[config.mk]
export PLATFORM = sky130hd
export DESIGN_NAME = pci_irq_router
export DESIGN_NICKNAME = d
export VERILOG_FILES = /design/src/rtl/pir_pkg.sv /design/src/rtl/pir_line_decode.sv /design/src/rtl/pir_irq_merge.sv /design/src/rtl/pci_irq_router.sv
export SDC_FILE = /design/constraint.sdc
export NUM_CORES = 1
export LEC_CHECK = 0
export BUFFER_PORTS_ARGS = -buffer_cell sky130_fd_sc_hd__buf_2
export CORE_AREA = 2 2 77 79
export DETAILED_ROUTE_END_ITERATION = 16
export DIE_AREA = 0 0 79 81
export GPL_TIMING_DRIVEN = 0
export PLACE_DENSITY = 0.78
export SYNTH_ARGS = -nofsm -noshare
export SYNTH_HDL_FRONTEND = slang
export SYNTH_HIERARCHICAL = 1
export SYNTH_SLANG_ARGS = --single-unit
[constraint.sdc]
create_clock -name clk -period 2.4 [get_ports clk]
set_input_delay 0.12 -clock clk [delete_from_list [all_inputs] [get_ports clk]]
set_output_delay 0.12 -clock clk [all_outputs]
set_load 0.05 [all_outputs]
[src/rtl/pir_pkg.sv]
package pir_pkg;
    localparam int unsigned REG_W    = 8;
    localparam int unsigned DIS_BIT  = 7;
    localparam int unsigned FIELD_W  = 4;
    localparam logic [REG_W-1:0] RW_MASK   = 8'h8F;
    localparam logic [REG_W-1:0] RST_VALUE = 8'h80;

    // Keeps only the writable fields of a route byte.
    function automatic logic [REG_W-1:0] clean_route(input logic [REG_W-1:0] w);
        return w & RW_MASK;
    endfunction
endpackage

[src/rtl/pir_line_decode.sv]
module pir_line_decode #(
    parameter int unsigned NUM_IRQ    = 16,
    parameter int unsigned CODE_W     = 4,
    parameter logic [NUM_IRQ-1:0] LEGAL_MASK = 16'hDEF8
) (
    input  logic              dis,
    input  logic [CODE_W-1:0] code,
    output logic [NUM_IRQ-1:0] target
);
    always_comb begin
        target = '0;
        if (!dis && (int'(code) < NUM_IRQ)) begin
            if (LEGAL_MASK[code]) begin
                target[code] = 1'b1;
            end
        end
    end
endmodule

[src/rtl/pir_irq_merge.sv]
module pir_irq_merge #(
    parameter int unsigned NUM_LINES = 4,
    parameter int unsigned NUM_IRQ   = 16
) (
    input  logic [NUM_LINES-1:0][NUM_IRQ-1:0] target,
    input  logic [NUM_LINES-1:0] line_n,
    input  logic [NUM_IRQ-1:0]   legacy,
    input  logic [NUM_IRQ-1:0]   level_mode,
    output logic [NUM_IRQ-1:0]   irq_next,
    output logic                 lvl_err_next
);
    logic [NUM_IRQ-1:0] routed;
    logic [NUM_IRQ-1:0] active;

    always_comb begin
        routed = '0;
        active = '0;
        for (int l = 0; l < NUM_LINES; l++) begin
            routed = routed | target[l];
            if (!line_n[l]) begin
                active = active | target[l];
            end
        end
        irq_next     = (routed & active) | (~routed & legacy);
        lvl_err_next = |(routed & ~level_mode);
    end
endmodule

[src/rtl/pci_irq_router.sv]
module pci_irq_router #(
    parameter int unsigned NUM_LINES   = 4,
    parameter int unsigned NUM_IRQ     = 16,
    parameter int unsigned ADDR_W      = 8,
    parameter logic [7:0]  BASE_OFFSET = 8'h60,
    parameter logic [15:0] LEGAL_MASK  = 16'hDEF8
) (
    input  logic                 clk,
    input  logic                 rst_n,
    input  logic                 cfg_we,
    input  logic [ADDR_W-1:0]    cfg_addr,
    input  logic [7:0]           cfg_wdata,
    output logic [7:0]           cfg_rdata,
    input  logic [NUM_LINES-1:0] pci_int_n,
    input  logic [NUM_IRQ-1:0]   legacy_irq,
    input  logic [NUM_IRQ-1:0]   level_mode,
    output logic [NUM_IRQ-1:0]   irq_out,
    output logic                 level_err
);
    import pir_pkg::*;

    localparam int unsigned CODE_W = $clog2(NUM_IRQ);
    localparam int unsigned LINE_W = (NUM_LINES > 1) ? $clog2(NUM_LINES) : 1;

    typedef struct packed {
        logic [NUM_LINES-1:0]             dis;
        logic [NUM_LINES-1:0][CODE_W-1:0] code;
        logic [NUM_IRQ-1:0]               irq;
        logic                             lvl_err;
    } state_t;

    localparam state_t RST_ST = '{dis: '1, code: '0, irq: '0, lvl_err: 1'b0};

    state_t st_d, st_q;

    logic [ADDR_W-1:0] off;
    logic              hit;
    logic [LINE_W-1:0] idx;
    logic [REG_W-1:0]  wclean;

    logic [NUM_LINES-1:0][NUM_IRQ-1:0] target;
    logic [NUM_IRQ-1:0] irq_next;
    logic               lvl_err_next;

    assign off    = cfg_addr - ADDR_W'(BASE_OFFSET);
    assign hit    = off < ADDR_W'(NUM_LINES);
    assign idx    = off[LINE_W-1:0];
    assign wclean = clean_route(cfg_wdata);

    for (genvar g = 0; g < NUM_LINES; g++) begin : g_line
        pir_line_decode #(
            .NUM_IRQ    (NUM_IRQ),
            .CODE_W     (CODE_W),
            .LEGAL_MASK (LEGAL_MASK[NUM_IRQ-1:0])
        ) dec_i (
            .dis    (st_q.dis[g]),
            .code   (st_q.code[g]),
            .target (target[g])
        );
    end

    pir_irq_merge #(
        .NUM_LINES (NUM_LINES),
        .NUM_IRQ   (NUM_IRQ)
    ) merge_i (
        .target       (target),
        .line_n       (pci_int_n),
        .legacy       (legacy_irq),
        .level_mode   (level_mode),
        .irq_next     (irq_next),
        .lvl_err_next (lvl_err_next)
    );

    always_comb begin
        st_d = st_q;
        if (cfg_we && hit) begin
            st_d.dis[idx]  = wclean[DIS_BIT];
            st_d.code[idx] = wclean[CODE_W-1:0];
        end
        st_d.irq     = irq_next;
        st_d.lvl_err = lvl_err_next;
    end

    always_ff @(posedge clk or negedge rst_n) begin
        if (!rst_n) begin
            st_q <= RST_ST;
        end else begin
            st_q <= st_d;
        end
    end

    always_comb begin
        cfg_rdata = '0;
        if (hit) begin
            cfg_rdata[DIS_BIT]    = st_q.dis[idx];
            cfg_rdata[CODE_W-1:0] = st_q.code[idx];
        end
    end

    assign irq_out   = st_q.irq;
    assign level_err = st_q.lvl_err;
endmodule

==> impl_summary.md, run 1 <==
Run status
The flow ran to the end, and the final reports show no timing, DRC or antenna violations.

Drt
The average routed wire per standard cell is 15.1 um. The count of unresolved DRC violations after routing is 0. The DRC violation total after the first TritonRoute iteration is 206. The number of vias per cell is 5.38. Wires add up to 7280 um. The total number of vias is 2595. The final antenna-violating net count is 0. The total iterations of the first detailed-routing run is 6.

Floorplanning
The total core area is 5680 um^2. The number of ports placed on the die boundary is 80. In this run the vertical extent of the chip is 81 um. The x dimension of the die is 79 um. The floorplan step defined a die boundary enclosing 6400 um^2.

The initialized floorplan defines 28 standard-cell rows. The effective utilization at floorplan is 49.9%.

STA
The peak clock frequency supported by timing is 454 MHz. Dividing the final minimum period by the clock period gives 91.7%. The number of slew-limit violations in the final report is 0. Setup repair after global routing left no endpoint under its margin. For the pin with the worst max-slew slack, the measured transition is 0.849 ns. The setup TNS after final layout is 0 ns. The tightest hold path in the finished design has a slack of 0.0711 ns. The final count of negative-setup-slack endpoints is 0. The final critical-path required period is 2.20 ns. The clock arrives with 0.00484 ns of skew. The number of hold violations in the final report is 0. The worst relative slew slack is 42.9%.

Setup path
The delay of the slowest critical-path stage is 0.60 ns. The setup path with the least slack is of type reg2reg. Traced cell by cell, the critical path runs through or3b_1 -> nor2_1 -> or4_4 -> a22o_1 -> nor4_1 -> nand2_1. The launch instance of the worst register-to-register path is st_q[33]$_DFFE_PN1P_. The kind of end point of the critical path is a flip-flop. Counting cells, the worst reg-to-reg path comes to 6. The total number of cells along the worst setup path is 6.

For the worst setup path, the data required time is 2.58 ns. In this run the worst path has a maximum fanout of 7. The arrival time reported for the critical path endpoint is 2.38 ns. In this design, the largest share of critical-path delay is due to simple AND/OR/NAND/NOR gates. The critical path startpoint category is a flip-flop. The critical path starts at st_q[33]$_DFFE_PN1P_. The critical path's slowest cell is sky130_fd_sc_hd__dfstp_2.

The number of buffers and inverters on the critical path is 0.

Cells and area
After the last flow step, the layout net total stands at 462. After routing the design area is 3490 um^2. The number of inserted filler cells in the final layout is 504.

The number of antenna cells inserted is 0. The fraction of final layout cells with drive strength greater than 1 is 39.6%. The area growth from synthesis to layout is 23.3%. The number of standard cells in the final layout excluding fillers is 482.

Power
The cell leakage power is 1.73 nW. Dividing total power by cell area gives a power density of 502 nW/um^2. The largest voltage drop on the vdd net is 0.000277 V.

Hold path
The number of cells on the worst hold path is 2. The kind of path behind the tightest hold check is in2reg. The worst hold path begins at legacy_irq[15].

GRT
The layer flagged by global routing as most heavily used is met2. Entering global routing, the biggest net connects 38 pins. The met3 usage is 4.00%. The total routing resource utilization after global routing is 24.2%. The met1 track demand over resource in global routing is 30.7%. The number of antenna violations at the first check in global routing was 0. The number of global-route vias before repair is 2526. The first global-routing pass estimated 12100 um of wire. The met2 track utilization from global routing is 41.2%.

The total overflow left after global routing is 0.

Placement
The placed instances occupy a cell area of 3350 um^2. The last weighted congestion value of the routability-driven placer is 0.914. Including well taps, the total number of placed cells is 473. Detailed placement ended at an HPWL of 5540 um.

The count of buffers added on input and output ports is 71.

CTS
After clock tree synthesis, the setup repair step added 0 buffers. The worst-case clock buffer depth is 2. The H-tree generated during clock tree synthesis spans 2 levels. The clock-pin transition on the worst setup and hold timing paths is 0.08 ns. Once the clock tree was built, the resizer swapped 0 gates to a different size.

After clock tree synthesis, the flow added hold-fix buffers numbering 1. Clock tree synthesis inserted a total of 5 buffers. Counting every sink on the clock net gives 37.

The later pin in the worst-skew pair is clocked with a latency of 0.30 ns. The root buffer cell is sky130_fd_sc_hd__clkbuf_8. TritonCTS built the clock tree.

Flow run
Across the run, the number of max-cap violations was 0.

Logic synthesis
The distinct cell type count after synthesis is 31. The sequential-to-total area share from yosys stat is 32.8%. The cell area after synthesis is 2830 um^2. The cell count after synthesis is 309. The synthesized area per cell is 9.17 um^2. The number of synthesis warnings is 6. The register bit count reported by yosys is 37.
[synthesized netlist by cell type]
master	count	area share, %
sky130_fd_sc_hd__nor2_1	48	6.4
sky130_fd_sc_hd__buf_4	39	10
sky130_fd_sc_hd__dfrtp_1	33	29
sky130_fd_sc_hd__a22oi_1	32	8.5
sky130_fd_sc_hd__inv_1	20	2.6
sky130_fd_sc_hd__mux2_2	16	6.4
sky130_fd_sc_hd__a31oi_1	15	3.3
sky130_fd_sc_hd__or4_1	12	3.2
sky130_fd_sc_hd__nor4_1	11	2.4
sky130_fd_sc_hd__nand2_1	8	1.1
sky130_fd_sc_hd__nand2b_1	8	1.8
sky130_fd_sc_hd__or3b_1	8	2.5
sky130_fd_sc_hd__a22o_1	7	2.2
sky130_fd_sc_hd__clkbuf_1	6	0.79
sky130_fd_sc_hd__and2b_2	5	1.5
sky130_fd_sc_hd__conb_1	5	0.66
sky130_fd_sc_hd__mux2_4	5	2.6
sky130_fd_sc_hd__mux4_2	5	4.0
sky130_fd_sc_hd__nor3_1	5	0.88
sky130_fd_sc_hd__dfstp_2	4	3.7
sky130_fd_sc_hd__nand3b_1	4	1.1
sky130_fd_sc_hd__or4_4	4	1.6
sky130_fd_sc_hd__buf_6	1	0.40
sky130_fd_sc_hd__ha_1	1	0.44
sky130_fd_sc_hd__nand3_2	1	0.35
sky130_fd_sc_hd__nand4_1	1	0.22
sky130_fd_sc_hd__nor2b_1	1	0.22
sky130_fd_sc_hd__nor3_2	1	0.35
sky130_fd_sc_hd__nor4b_4	1	0.84
sky130_fd_sc_hd__o2bb2ai_1	1	0.31
sky130_fd_sc_hd__xor2_1	1	0.31
[final cells by class]
class	count	area (um^2)	area share, %
tap	75	93.8	2.69
multi-input combinational	224	1570	44.9
clock buffer	5	68.8	1.97
inverter	20	75.1	2.15
buffer	46	327	9.34
sequential	37	931	26.6
timing repair buffer	72	365	10.5
clock inverter	3	65.1	1.86
[metrics by stage]
step                power, W  utilization [%]  setup slack, ns
floorplan           0.000989                -            0.457
global placement     0.00110             59.0            0.215
detailed placement   0.00111             59.0            0.222
CTS                  0.00175             61.6            0.221
global route         0.00183             61.6            0.121
finish               0.00175             61.6            0.199
[state kept, by name, summed over array words and instances, names as in the netlist]
name	cells
irq_out	16
level_err	1
st_q	20
[logic make-up after synthesis]
kind of cell,synth area share (%)
DFF,32.8
adders and majority gates,0.441
muxes,13.0
and+or+nand+nor,24.3
AOI/OAI and AO/OA,14.3
other,0.662
buffers and inverters,14.2
xor gates and xnor gates,0.309
[report_power, final]
group	switching [W]	total [W]	internal, W
combinational	0.000227	0.000396	0.000169
sequential	0.0000402	0.000707	0.000666
clock	0.000237	0.000650	0.000413
[per-layer routing]
layer / wire, um / vias up
met5: 0 / -
met1: 3100 / 1189
met2: 3520 / 119
met4: 156 / 0
li1: - / 1271
met3: 509 / 16
[worst paths after layout]
path / endpoint / slack [ns]
hold reg to reg: st_q[19]$_DFFE_PN0P_ / 0.62
max in group asynchronous: irq_out[6]$_DFF_PN0_ / 1.41
setup / recovery: level_err$_DFF_PN0_ / 0.20
hold / removal: irq_out[15]$_DFF_PN0_ / 0.07
setup reg to reg: level_err$_DFF_PN0_ / 0.20
min in group asynchronous: irq_out[13]$_DFF_PN0_ / 0.45
[cell usage in the layout (no fill, tap or decap), drive strengths merged, types with 7 or more instances in the layout]
master / synthesis / layout
nor2: 48 / 48
or4: 16 / 16
mux2: 21 / 21
dfrtp: 33 / 33
a22oi: 32 / 32
inv: 20 / 20
nand2b: 8 / 8
clkbuf: 6 / 11
nand2: 8 / 8
a22o: 7 / 7
buf: 40 / 111
or3b: 8 / 8
nor4: 11 / 11
conb: 5 / 23
a31oi: 15 / 15
Note: power is estimated with default switching activity, not from simulation.
==> run 2, diff against run 1 <==
--- a/config.mk
+++ b/config.mk
@@ -10,7 +10,7 @@
 export DETAILED_ROUTE_END_ITERATION = 16
 export DIE_AREA = 0 0 79 81
 export GPL_TIMING_DRIVEN = 0
-export PLACE_DENSITY = 0.78
+export PLACE_DENSITY = 0.76
 export SYNTH_ARGS = -nofsm -noshare
 export SYNTH_HDL_FRONTEND = slang
 export SYNTH_HIERARCHICAL = 1
==> run 2 against run 1 <==
Net effect: clock-buffer cell count stayed put; wire length grew 0.49%; register-to-register slack worse by 0.11 ns; critical endpoint unchanged.
==> impl_summary.md, run 2 (synthesis gave the netlist of run 1 again) <==
CTS
The number of clock buffers inserted by TritonCTS was 5 (unchanged). The number of sinks handled by clock tree synthesis is 37 (unchanged). The clock latency of the later-clocked register in the worst-skew pair was 0.29 ns (about the same). The TritonCTS clock tree is done.

The number of buffers added for setup after CTS is 0 (unchanged). The post-cts gate resize count is 0 (unchanged). The number of hold buffers added after CTS is 1 (unchanged). The root buffer cell is sky130_fd_sc_hd__clkbuf_8. The number of H-tree levels is 2 (unchanged). The clock-pin transition on the worst setup and hold timing paths was 0.08 ns (about the same). The worst-case clock buffer depth is 2 (unchanged).

STA
The final worst clock skew was 0.00607 ns (+0.00123 ns). The setup TNS after final layout is 0 ns (unchanged). Setup repair after global routing left no endpoint under its margin. The final count of negative-setup-slack endpoints is 0 (unchanged). The peak clock frequency supported by timing is 433 MHz (-4.7%). The number of slew-limit violations in the final report was 0 (unchanged).

The final critical-path share of the clock period was 96.2% (+4.5 points). The slew at the pin with the worst max-slew slack is 0.839 ns (-0.0107 ns). The worst relative slew slack is 44.1% (+1.2 points).

The number of hold violations in the final report is 0 (unchanged). The final critical-path required period came to 2.31 ns (+0.108 ns).

Cells and area
The flip-flop count of the largest register after layout is 20 (unchanged). The number of antenna cells inserted is 0 (unchanged). The top cell types in the final layout, fill and taps aside, are sky130_fd_sc_hd__buf_2 (71), sky130_fd_sc_hd__nor2_1 (48), sky130_fd_sc_hd__buf_4 (39).

The largest register by flop count is st_q. The post-layout net count is 462 (unchanged). The number of standard cells in the final layout excluding fillers came to 482 (unchanged). The area added between synthesis and finish is 22.6%.

Leaving out fill and tap cells, the most frequent cell in the layout is sky130_fd_sc_hd__buf_2. The fraction of final layout cells with drive strength greater than 1 is 39.6% (unchanged).

Setup path
The kind of end point of the critical path is a flip-flop. The data required time at the worst endpoint is 2.57 ns (about the same). The critical path startpoint category is a flip-flop. The type of the worst setup path is reg2reg. The arrival time reported for the critical path endpoint is 2.48 ns (+0.10 ns). The largest fanout on the critical path is 7 (unchanged).

GRT
The remaining global-route overflow came to 0 (unchanged). The wire length of the first global-routing pass is 11800 um (-2.7%). The number of antenna violations at the first check in global routing is 0 (unchanged). The total routing resource utilization after global routing is 23.8% (-0.35 points). The number of global-route vias before repair is 2429 (-3.8%). The largest net degree at the start of global routing is 38 (unchanged).

Drt
The total iterations of the first detailed-routing run was 5 (-1). The number of vias per cell came to 5.43 (+0.77%). The count of unresolved DRC violations after routing was 0 (unchanged). The DRC violation total after the first TritonRoute iteration is 95 (-54%). The total number of vias was 2615 (+0.77%).

The average routed wire per standard cell is 15.2 um (+0.49%). The final antenna-violating net count is 0 (unchanged). The overall routed net length is 7310 um (+0.49%).

Floorplanning
The total core area is 5680 um^2 (unchanged). The area of the die came to 6400 um^2 (unchanged). The number of core rows is 28 (unchanged). The effective utilization at floorplan was 49.9% (unchanged). The chip height is 81 um (unchanged).

The number of ports placed on the die boundary is 80 (unchanged). The x dimension of the die is 79 um (unchanged).

Placement
The number of buffers added on ports is 71 (unchanged). The last weighted congestion value of the routability-driven placer is 0.956 (+4.6%). The total instance count after detailed placement is 473 (unchanged). The half-perimeter wire length of the detailed placement result is 5660 um (+2.2%).

Power
The power per cell area is 476 nW/um^2 (-5.1%). The cell leakage power came to 1.72 nW (-0.80%). The largest voltage drop on the vdd net is 0.000284 V (+2.5%).

Run status
The run finished with clean final reports.

Flow run
The number of max-cap violations came to 0 (unchanged).

Hold path
The tightest min-delay check is of the in2reg type.
==> run 2: cell count changes in the layout (fill, tap and decap cells not counted) <==
cell                         delta
sky130_fd_sc_hd__bufinv_16      -1
sky130_fd_sc_hd__clkinv_2       -1
sky130_fd_sc_hd__clkinv_4       +1
sky130_fd_sc_hd__clkinvlp_4     +1
==> run 2: critical path, cell delays in order (launching register included) <==
cell and delay [ns]:
sky130_fd_sc_hd__dfstp_2 0.61, sky130_fd_sc_hd__nand3b_1 0.21, sky130_fd_sc_hd__nor3_1 0.09, sky130_fd_sc_hd__or4_1 0.59
sky130_fd_sc_hd__a22o_1 0.30, sky130_fd_sc_hd__nor4_1 0.29, sky130_fd_sc_hd__nand2_1 0.10
==> run 2: where the power goes <==
part	switching, W	internal [W]	leakage (nW)	total [W]
Sequential	0.0000388	0.000666	0.452	0.000705
Combinational	0.000227	0.000169	1.21	0.000396
Clock	0.000241	0.000311	0.0543	0.000553
==> run 2: area by class of cell <==
type	instances	area, um^2
Clock inverter	3	46.3
Inverter	20	75.1
Buffer	46	327
Sequential cell	37	931
Timing Repair Buffer	72	365
Clock buffer	5	68.8
Tap cell	75	93.8
Multi-Input combinational cell	224	1570
Fill cell	526	2200
==> run 2: path summary, 6_finish.rpt <==
path                                      startpoint                    end  slack, ns  depth (start not counted)
worst min-delay path                  legacy_irq[15]  irq_out[15]$_DFF_PN0_       0.07                          2
worst max register to register  st_q[34]$_DFFE_PN1P_    level_err$_DFF_PN0_       0.09                          6
worst min register to register  st_q[22]$_DFFE_PN0P_   st_q[22]$_DFFE_PN0P_       0.63                          1
min in group asynchronous                      rst_n  irq_out[13]$_DFF_PN0_       0.47                          2
worst max-delay path            st_q[34]$_DFFE_PN1P_    level_err$_DFF_PN0_       0.09                          6
max in group asynchronous                      rst_n   irq_out[4]$_DFF_PN0_       1.40                          2
==> run 2: layer usage <==
layer	share of wire [%]	GRT usage [%]	routed length, um	vias up
li1	-	-	-	1263
met1	43	30.5	3130	1228
met2	49	41.9	3570	114
met3	7.1	3.44	519	10
met4	1.3	7.41	95	0
met5	0	0	0	-
==> run 2: per-stage QoR <==
stage               instance area (um^2)  utilization, %  hold WS, ns  setup slack (ns)  total power (W)
detailed placement                  3350            59.0        0.265             0.137          0.00111
CTS                                 3480            61.2       0.0611             0.117          0.00167
finish                              3480            61.2       0.0699            0.0911          0.00165
global route                        3480            61.2       0.0742            0.0441          0.00174
global placement                    3350            59.0        0.260             0.168          0.00110
floorplan                           2900               -       -0.176             0.457         0.000989
==> run 3, diff against run 2 <==
--- a/config.mk
+++ b/config.mk
@@ -7,6 +7,7 @@
 export LEC_CHECK = 0
 export BUFFER_PORTS_ARGS = -buffer_cell sky130_fd_sc_hd__buf_2
 export CORE_AREA = 2 2 77 79
+export CTS_BUF_LIST = sky130_fd_sc_hd__clkbuf_16
 export DETAILED_ROUTE_END_ITERATION = 16
 export DIE_AREA = 0 0 79 81
 export GPL_TIMING_DRIVEN = 0
==> run 3 against run 2 <==
Net effect: hold slack better by 0.0086 ns; cell count stayed put; setup slack better by 0.030 ns; sequential share of layout area is 0.43 points lower; sequential power hardly changed; via count is 0.96% lower; clock skew is 0.00079 ns lower; critical path depth stayed put; sequential cell count stayed put; wire length is 0.70% higher; die area stayed put; utilization is 0.99 points higher.
==> impl_summary.md, run 3 (synthesis gave the netlist of run 1 again) <==
Run status
The flow ran to the end, and the final reports show no timing, DRC or antenna violations.

CTS
The clock-pin transition on the worst setup and hold timing paths is 0.06 ns (-0.02 ns). The number of buffers added for setup after CTS was 0 (unchanged). TritonCTS built the clock tree. The worst-case clock buffer depth is 2 (unchanged). In this run the clock root is driven by a sky130_fd_sc_hd__clkbuf_16. The number of clock buffers inserted by TritonCTS is 5 (unchanged). The clock latency of the later-clocked register in the worst-skew pair came to 0.28 ns (about the same). The number of H-tree levels is 2 (unchanged). The number of sinks handled by clock tree synthesis is 37 (unchanged).

Floorplanning
The total core area was 5680 um^2 (unchanged). The x dimension of the die is 79 um (unchanged). The number of ports placed on the die boundary came to 80 (unchanged).

The chip height is 81 um (unchanged). The area of the die came to 6400 um^2 (unchanged). The number of core rows is 28 (unchanged). The effective utilization at floorplan is 49.9% (unchanged).

STA
The setup TNS after final layout is 0 ns (unchanged). The final critical-path share of the clock period is 95.0% (-1.2 points). The worst relative slew slack is 44.6% (+0.50 points). Setup repair after global routing left no endpoint under its margin. The final critical-path required period is 2.28 ns (-0.0298 ns). The final count of negative-setup-slack endpoints was 0 (unchanged). The number of hold violations in the final report is 0 (unchanged).

The final worst clock skew is 0.00528 ns (-0.000787 ns). The number of slew-limit violations in the final report is 0 (unchanged). The worst hold-check slack came to 0.0785 ns (+0.00860 ns). The slew at the pin with the worst max-slew slack was 0.831 ns (-0.00744 ns). The peak clock frequency supported by timing is 439 MHz (+1.3%).

Cells and area
The fraction of final layout cells with drive strength greater than 1 is 39.6% (unchanged). Leaving out fill and tap cells, the most frequent cells in the layout are sky130_fd_sc_hd__buf_2 (71), sky130_fd_sc_hd__nor2_1 (48), sky130_fd_sc_hd__buf_4 (39). st_q holds more flip-flops than any other register.

The final instance area is 3530 um^2 (+1.6%). The post-layout net count is 462 (unchanged). The number of antenna cells inserted is 0 (unchanged).

The most common cell after layout, fill and taps aside is sky130_fd_sc_hd__buf_2. The area added between synthesis and finish is 24.6%. The fraction of the core area covered by cells at the end of the flow is 62.2% (+0.99 points).

The flip-flop count of the largest register after layout is 20 (unchanged). The number of standard cells in the final layout excluding fillers is 482 (unchanged).

Drt
After detailed routing, no signal wire sits above met4. The met3 layer wire length in the routed design is 447 um (-14%). The met2 layer wire length in the routed design is 3610 um (+1.1%). The overall routed net length came to 7360 um (+0.70%). The sum of routed wire segments on met1 is 3180 um (+1.6%). The number of vias per cell was 5.37 (-0.96%).

The total iterations of the first detailed-routing run was 5 (unchanged). The count of unresolved DRC violations after routing is 0 (unchanged). The average routed wire per standard cell came to 15.3 um (+0.70%). The total number of vias is 2590 (-0.96%). The final antenna-violating net count came to 0 (unchanged).

The DRC violation total after the first TritonRoute iteration is 104 (+9.5%).

Setup path
The arrival time reported for the critical path endpoint was 2.44 ns (-0.04 ns). The critical path startpoint category is a flip-flop. The kind of end point of the critical path is a flip-flop. The slack of the worst reg-to-reg path is 0.12 ns (+0.03 ns). The number of cells on the worst reg-to-reg path is 6 (unchanged). The capture instance of the worst register-to-register path is level_err$_DFF_PN0_.

The data required time at the worst endpoint is 2.56 ns (about the same). The type of the worst setup path is reg2reg. The largest fanout on the critical path came to 7 (unchanged). The launch instance of the worst register-to-register path is st_q[34]$_DFFE_PN1P_.

Placement
The last weighted congestion value of the routability-driven placer is 0.956 (unchanged). The half-perimeter wire length of the detailed placement result is 5660 um (unchanged). The number of buffers added on ports is 71 (unchanged). The total instance count after detailed placement was 473 (unchanged). The post-placement cell area is 3350 um^2 (unchanged).

GRT
The largest net degree at the start of global routing was 38 (unchanged). The total routing resource utilization after global routing came to 24.1% (+0.27 points). The wire length of the first global-routing pass is 11900 um (+0.88%).

The remaining global-route overflow is 0 (unchanged). The number of global-route vias before repair is 2447 (+0.74%). The number of antenna violations at the first check in global routing is 0 (unchanged).

Power
The largest voltage drop on the vdd net is 0.000320 V (+13%). The cell leakage power was 1.74 nW (+1.5%). The power per cell area came to 527 nW/um^2 (+11%).

Hold path
The worst hold path terminates at irq_out[15]$_DFF_PN0_. The hold path startpoint is legacy_irq[15]. The min-delay analysis places its worst path in the category in2reg.

The number of cells on the worst hold path is 2 (unchanged).

Flow run
The number of max-cap violations is 0 (unchanged).
run 3: changes by cell type in the layout (fill, tap and decap cells not counted):
cell,before,now
sky130_fd_sc_hd__clkbuf_16,0,5
sky130_fd_sc_hd__clkbuf_8,5,0
run 3: layout make-up:
cell class,count,area [um^2]
Inverter,20,75.1
Fill cell,517,2140
Buffer,46,327
Timing Repair Buffer,72,365
Tap cell,75,93.8
Sequential cell,37,931
Clock buffer,5,125
Clock inverter,3,46.3
Multi-Input combinational cell,224,1570
run 3: stage by stage:
stage / worst slack [ns] / power (W)
detailed placement: 0.137 / 0.00111
CTS: 0.120 / 0.00187
finish: 0.121 / 0.00186
floorplan: 0.457 / 0.000989
global route: 0.0540 / 0.00194
global placement: 0.168 / 0.00110
run 3: report_power, final:
part           switching, W  internal [W]
combinational      0.000227      0.000169
clock              0.000265      0.000491
sequential        0.0000395      0.000667
total              0.000532       0.00133
run 3: critical path, stage by stage, from the launching register on:
cell	delay, ns
sky130_fd_sc_hd__dfstp_2	0.60
sky130_fd_sc_hd__nand3b_1	0.21
sky130_fd_sc_hd__nor3_1	0.08
sky130_fd_sc_hd__or4_1	0.59
sky130_fd_sc_hd__a22o_1	0.30
sky130_fd_sc_hd__nor4_1	0.28
sky130_fd_sc_hd__nand2_1	0.10
run 3: how the worst max path moves through the flow:
stage / from / end / slack (ns)
3_5_place_dp: st_q[34]$_DFFE_PN1P_ / level_err$_DFF_PN0_ / 0.14
6_report: st_q[34]$_DFFE_PN1P_ / level_err$_DFF_PN0_ / 0.12
4_1_cts: st_q[34]$_DFFE_PN1P_ / level_err$_DFF_PN0_ / 0.12
5_1_grt: st_q[34]$_DFFE_PN1P_ / level_err$_DFF_PN0_ / 0.05
3_3_place_gp: st_q[34]$_DFFE_PN1P_ / level_err$_DFF_PN0_ / 0.17
2_1_floorplan: st_q[34]$_DFFE_PN1P_ / level_err$_DFF_PN0_ / 0.46
run 3: what timing repair did:
item / 4_1_cts / 5_1_grt
hold buffers: 1 / 0
endpoints found under the hold margin: 33 / 0
gates resized for setup: 0 / 0
run 3: layer usage:
| layer | GRT usage [%] | vias up |
|---|---|---|
| li1 | - | 1265 |
| met1 | 30.4 | 1206 |
| met2 | 42.4 | 105 |
| met3 | 3.89 | 14 |
| met4 | 8.10 | 0 |
| met5 | 0 | - |
